==> src/rtl/subdw_select_unit.sv <==
module subdw_select_unit (
  input  logic        clk,
  input  logic        rst_n,
  input  logic        in_valid,
  input  logic [31:0] src_a,
  input  logic [31:0] src_b,
  input  logic [2:0]  sel_a,
  input  logic [2:0]  sel_b,
  input  logic        sext_a,
  input  logic        sext_b,
  input  logic [31:0] alu_res,
  input  logic [31:0] dst_old,
  input  logic [2:0]  dst_sel,
  input  logic [1:0]  fill_mode,
  output logic [31:0] opa_q,
  output logic [31:0] opb_q,
  output logic [31:0] dst_q,
  output logic        out_valid,
  output logic        sel_err
);

  localparam logic [1:0] FILL_ZERO = 2'd0;
  localparam logic [1:0] FILL_SIGN = 2'd1;
  localparam logic [2:0] CODE_BAD  = 3'd7;

  function automatic logic [4:0] fld_lsb(input logic [2:0] s);
    case (s)
      3'd1:    fld_lsb = 5'd8;
      3'd2:    fld_lsb = 5'd16;
      3'd3:    fld_lsb = 5'd24;
      3'd5:    fld_lsb = 5'd16;
      default: fld_lsb = 5'd0;
    endcase
  endfunction

  function automatic logic [31:0] fld_mask(input logic [2:0] s);
    case (s)
      3'd0, 3'd1, 3'd2, 3'd3: fld_mask = 32'h0000_00FF;
      3'd4, 3'd5:             fld_mask = 32'h0000_FFFF;
      default:                fld_mask = 32'hFFFF_FFFF;
    endcase
  endfunction

  function automatic logic [4:0] fld_msb(input logic [2:0] s);
    case (s)
      3'd0, 3'd1, 3'd2, 3'd3: fld_msb = 5'd7;
      3'd4, 3'd5:             fld_msb = 5'd15;
      default:                fld_msb = 5'd31;
    endcase
  endfunction

  function automatic logic [31:0] widen(input logic [31:0] src, input logic [2:0] s,
                                        input logic sx);
    logic [31:0] raw;
    raw = (src >> fld_lsb(s)) & fld_mask(s);
    widen = (sx && raw[fld_msb(s)]) ? (raw | ~fld_mask(s)) : raw;
  endfunction

  logic [31:0] opa_d, opb_d, dst_d;
  logic [31:0] put_mask, low_mask, high_mask, placed;
  logic        res_top, err_d;

  assign opa_d = widen(src_a, sel_a, sext_a);
  assign opb_d = widen(src_b, sel_b, sext_b);

  assign put_mask  = fld_mask(dst_sel) << fld_lsb(dst_sel);
  assign low_mask  = ~(32'hFFFF_FFFF << fld_lsb(dst_sel));
  assign high_mask = ~(put_mask | low_mask);
  assign placed    = (alu_res & fld_mask(dst_sel)) << fld_lsb(dst_sel);
  assign res_top   = alu_res[fld_msb(dst_sel)];

  always_comb begin
    case (fill_mode)
      FILL_ZERO: dst_d = placed;
      FILL_SIGN: dst_d = placed | (res_top ? high_mask : 32'h0);
      default:   dst_d = placed | (dst_old & ~put_mask);
    endcase
  end

  assign err_d = (sel_a == CODE_BAD) || (sel_b == CODE_BAD) || (dst_sel == CODE_BAD);

  always_ff @(posedge clk) begin
    if (!rst_n) begin
      opa_q     <= '0;
      opb_q     <= '0;
      dst_q     <= '0;
      sel_err   <= 1'b0;
      out_valid <= 1'b0;
    end else begin
      out_valid <= in_valid;
      if (in_valid) begin
        opa_q   <= opa_d;
        opb_q   <= opb_d;
        dst_q   <= dst_d;
        sel_err <= err_d;
      end
    end
  end

endmodule


==> config.mk <==
export PLATFORM = sky130hd
export DESIGN_NAME = subdw_select_unit
export DESIGN_NICKNAME = d
export VERILOG_FILES = /design/src/rtl/subdw_select_unit.sv
export SDC_FILE = /design/constraint.sdc
export NUM_CORES = 1
export LEC_CHECK = 0
export ABC_AREA = 1
export BUFFER_PORTS_ARGS = -buffer_cell sky130_fd_sc_hd__buf_2
export CORE_MARGIN = 5
export CORE_UTILIZATION = 30
export CTS_BUF_LIST = sky130_fd_sc_hd__clkbuf_4
export CTS_CLUSTER_DIAMETER = 150
export DETAILED_ROUTE_END_ITERATION = 6
export PLACE_DENSITY = 0.66
export SYNTH_ARGS = -nofsm -noshare
export SYNTH_HDL_FRONTEND = slang
export SYNTH_SLANG_ARGS = --single-unit
==> constraint.sdc <==
create_clock -name clk -period 1.6 [get_ports clk]
set_input_delay 0.16 -clock clk [delete_from_list [all_inputs] [get_ports clk]]
set_output_delay 0.16 -clock clk [all_outputs]
set_load 0.005 [all_outputs]
==> results.yml <==
outcome:
  outcome: "complete, no violations"
sta:
  hold_violations: 0
  finalSetupViolCount: 0
  worst_hold_slack_ps: 55.01
  fin_crit_sh_pct: 93.38
  setup-tns-final_ps: 0
  drv_slew: 0
  clock.fmax_ghz: 0.6693
  rsz0062_at_grt: "false"
  worst_slew_pin_slew_ps: 662.0
  finClkSkew_ps: 0
  finalWorstPathRequiredPeriod_ps: 1494
  relSlewSlack_pct: 55.57
route:
  drt_iter0_markers: 522
  route.detailed.drc: 0
  antenna_left: 0
  drt_wl_total_um: 21890
  firstDrtPassIters: 5
  num_vias: 6702
  detail_route.wl_per_cell_um: 16.54
  vias_per_cell: 5.062
final_layout:
  mostFrequentLayoutCell: "buf_2"
  layout-drive-gt1-share_pct: 30.53
  multi_input_area_um2: 2869
  finalNonFillerCells: 1324
  final_cell_mix: "buf_2 (240), nand2_1 (185), o21ai_0 (119)"
  area_growth_pct: 38.27
  nNetsFinal: 1233
  post-route-util_pct: 41.89
  seq_area_um2: 1962
  fillers: 1928
setup_path:
  startpoint_type: "input pin"
  r2r_setup_slack_ps: 390
  cp.arrival_ps: 1910
  crit_type: "input pin to register"
  endpoint_kind: "register"
  rr_endpoint: "dst_q[4]$_SDFFE_PN0P_"
  r2r_start: "dst_q[4]$_SDFFE_PN0P_"
  worstPathRequired_ps: 2020
  r2r_cells: 3
  critPathMaxFanout: 8
clock_tree:
  numCtsBuffers: 9
  cts_root_buf: "clkbuf_4"
  cts_tree: "done"
  clk_latency_ps: 460
  h-tree-depth: 3
  clock_path_buffers: 2
  clkSlewWorstSetupHoldPaths_ps: 160
  clock_sinks: 98
power:
  p_seq_share_pct: 45.5
  finalPower_w: 0.005994
  power.net_switching_w: 0.001912
  power.share.clock_pct: 28.5
  switching_share_pct: 31.89
  p_int_w: 0.004082
  irDropWorstVdd_mv: 0.4615
  p_per_area_nw_per_um2: 799.2
  p_comb_share_pct: 26.0
  p_leak_nw: 3.941
yosys:
  ys_ff_latch: 98
  netlist_instances: 823
  ys_types: 34
  syn-num-nets: 967
  seq_area_frac_synth_pct: 36.17
  syn_area_um2: 5424
  synth.avg_cell_area_um2: 6.590
  yosys_warnings: 0
min_path:
  hold_path_depth: 5
  whs_endpoint: "dst_q[26]$_SDFFE_PN0P_"
  hp-class: "input pin to register"
  hold_start: "dst_old[26]"
placement:
  gp_congestion: 0.9515
  hpwl_um: 16740
  io_buffers: 241
  dpl.cell_count: 1283
die:
  die-area_um2: 20870
  die_w_um: 144.5
  start_util_pct: 30.30
  ios: 242
  die_h_um: 144.5
  num_rows: 49
  core_um2: 17900
run:
  cap_violations: 0
global_routing:
  grt_max_degree: 63
  grt_pass1_wl_um: 33670
  grt_use_total_pct: 20.27
  grt_overflow: 0
  antenna_found_initial: 1
  grt_pass1_vias: 6581
-- Yosys cell counts --
master	instances	area [um^2]
a22oi_1	5	37.54
a21oi_1	102	510.5
and2_0	1	6.260
nor2_1	12	45.04
nand2_2	5	31.28
o211ai_1	32	240.2
o31ai_1	3	22.52
o21ai_2	1	8.760
buf_2	13	65.06
a21oi_2	10	87.58
a41oi_1	1	8.760
o21ai_1	5	25.02
o21ai_0	119	595.6
inv_4	1	6.260
nand4_2	1	12.51
nand3_4	1	17.52
o221ai_1	1	8.760
nor2_2	1	6.260
clkbuf_1	35	131.4
buf_6	1	11.26
buf_1	4	15.01
nand4_1	2	12.51
nand3_1	54	270.3
inv_1	87	326.6
dfxtp_1	98	1962
nand3b_1	1	7.510
or2_2	4	25.02
clkinv_1	4	15.01
buf_4	1	7.510
nand3_2	4	40.04
o21a_1	1	7.510
a31oi_1	23	143.9
inv_2	5	18.77
nand2_1	185	694.4
-- power by group through the flow --
stage | Combinational, W | Sequential (W) | Clock, W
finish | 0.00156 | 0.00273 | 0.00171
global placement | 0.00149 | 0.00278 | 0
detailed placement | 0.00150 | 0.00278 | 0
CTS | 0.00155 | 0.00273 | 0.00177
floorplan | 0.000764 | 0.00278 | 0
global route | 0.00174 | 0.00275 | 0.00185
-- layout make-up --
cell class / count / share of cell area [%]
well taps: 229 / 3.820
clock buffers: 9 / 0.9009
multi-input cells: 574 / 38.25
diodes: 1 / 0.03337
clock inverters: 7 / 1.552
repair buffers: 309 / 24.39
flip-flops and latches: 98 / 26.16
inverters: 97 / 4.888
-- how the worst max path moves through the flow --
stage	endpoint	slack, ps	from
3_3_place_gp	opb_q[31]$_SDFFE_PN0P_	70	sel_b[1]
5_1_grt	dst_q[19]$_SDFFE_PN0P_	60	dst_sel[2]
3_5_place_dp	opb_q[18]$_SDFFE_PN0P_	40	sel_b[1]
2_1_floorplan	dst_q[16]$_SDFFE_PN0P_	210	fill_mode[1]
4_1_cts	dst_q[21]$_SDFFE_PN0P_	160	dst_sel[2]
6_report	dst_q[21]$_SDFFE_PN0P_	110	dst_sel[2]
-- timing repair --
action                                  4_1_cts  5_1_grt
hold endpoints to repair                     19        0
setup buffers                                 0        0
gates resized for setup                       0        1
hold buffers                                 24        0
endpoints found under the setup margin        0        1
-- through the flow --
step	worst slack, ps	cell area (um^2)
2_1_floorplan	206.2	5424
3_3_place_gp	67.43	7069
3_5_place_dp	41.74	7069
4_1_cts	164.7	7493
5_1_grt	60.20	7500
6_report	105.9	7500
-- logic make-up (layout without fill, tap and decap cells) --
logic type             Yosys count  after routing  synth area share (%)
and+or+nand+nor                271            271                 21.55
AOI/OAI and AO/OA              303            303                 31.28
buffers and inverters          151            422                 11.00
DFF                             98             98                 36.17
other                            0              1                     0
-- critical path, cell delays in order --
cell and delay [ps]:
buf_2 120, nand2_1 120, clkinv_1 160, o21ai_2 250, nand3_1 100, buf_4 190
nand2_1 60, nand2_1 50, a21oi_1 120, dlygate4sd3_1 560
-- state kept, by name (all words and copies together) (netlist names) --
| signal | flops |
|---|---|
| opa_q | 32 |
| sel_err | 1 |
| dst_q | 32 |
| opb_q | 32 |
| out_valid | 1 |
-- layer usage --
layer	GRT usage [%]	part of all wire [%]
met5	0	0
met4	6.971	2.2
met3	3.803	8.5
met2	34.53	47
met1	25.71	42
Power figures use the tool's default switching activity.
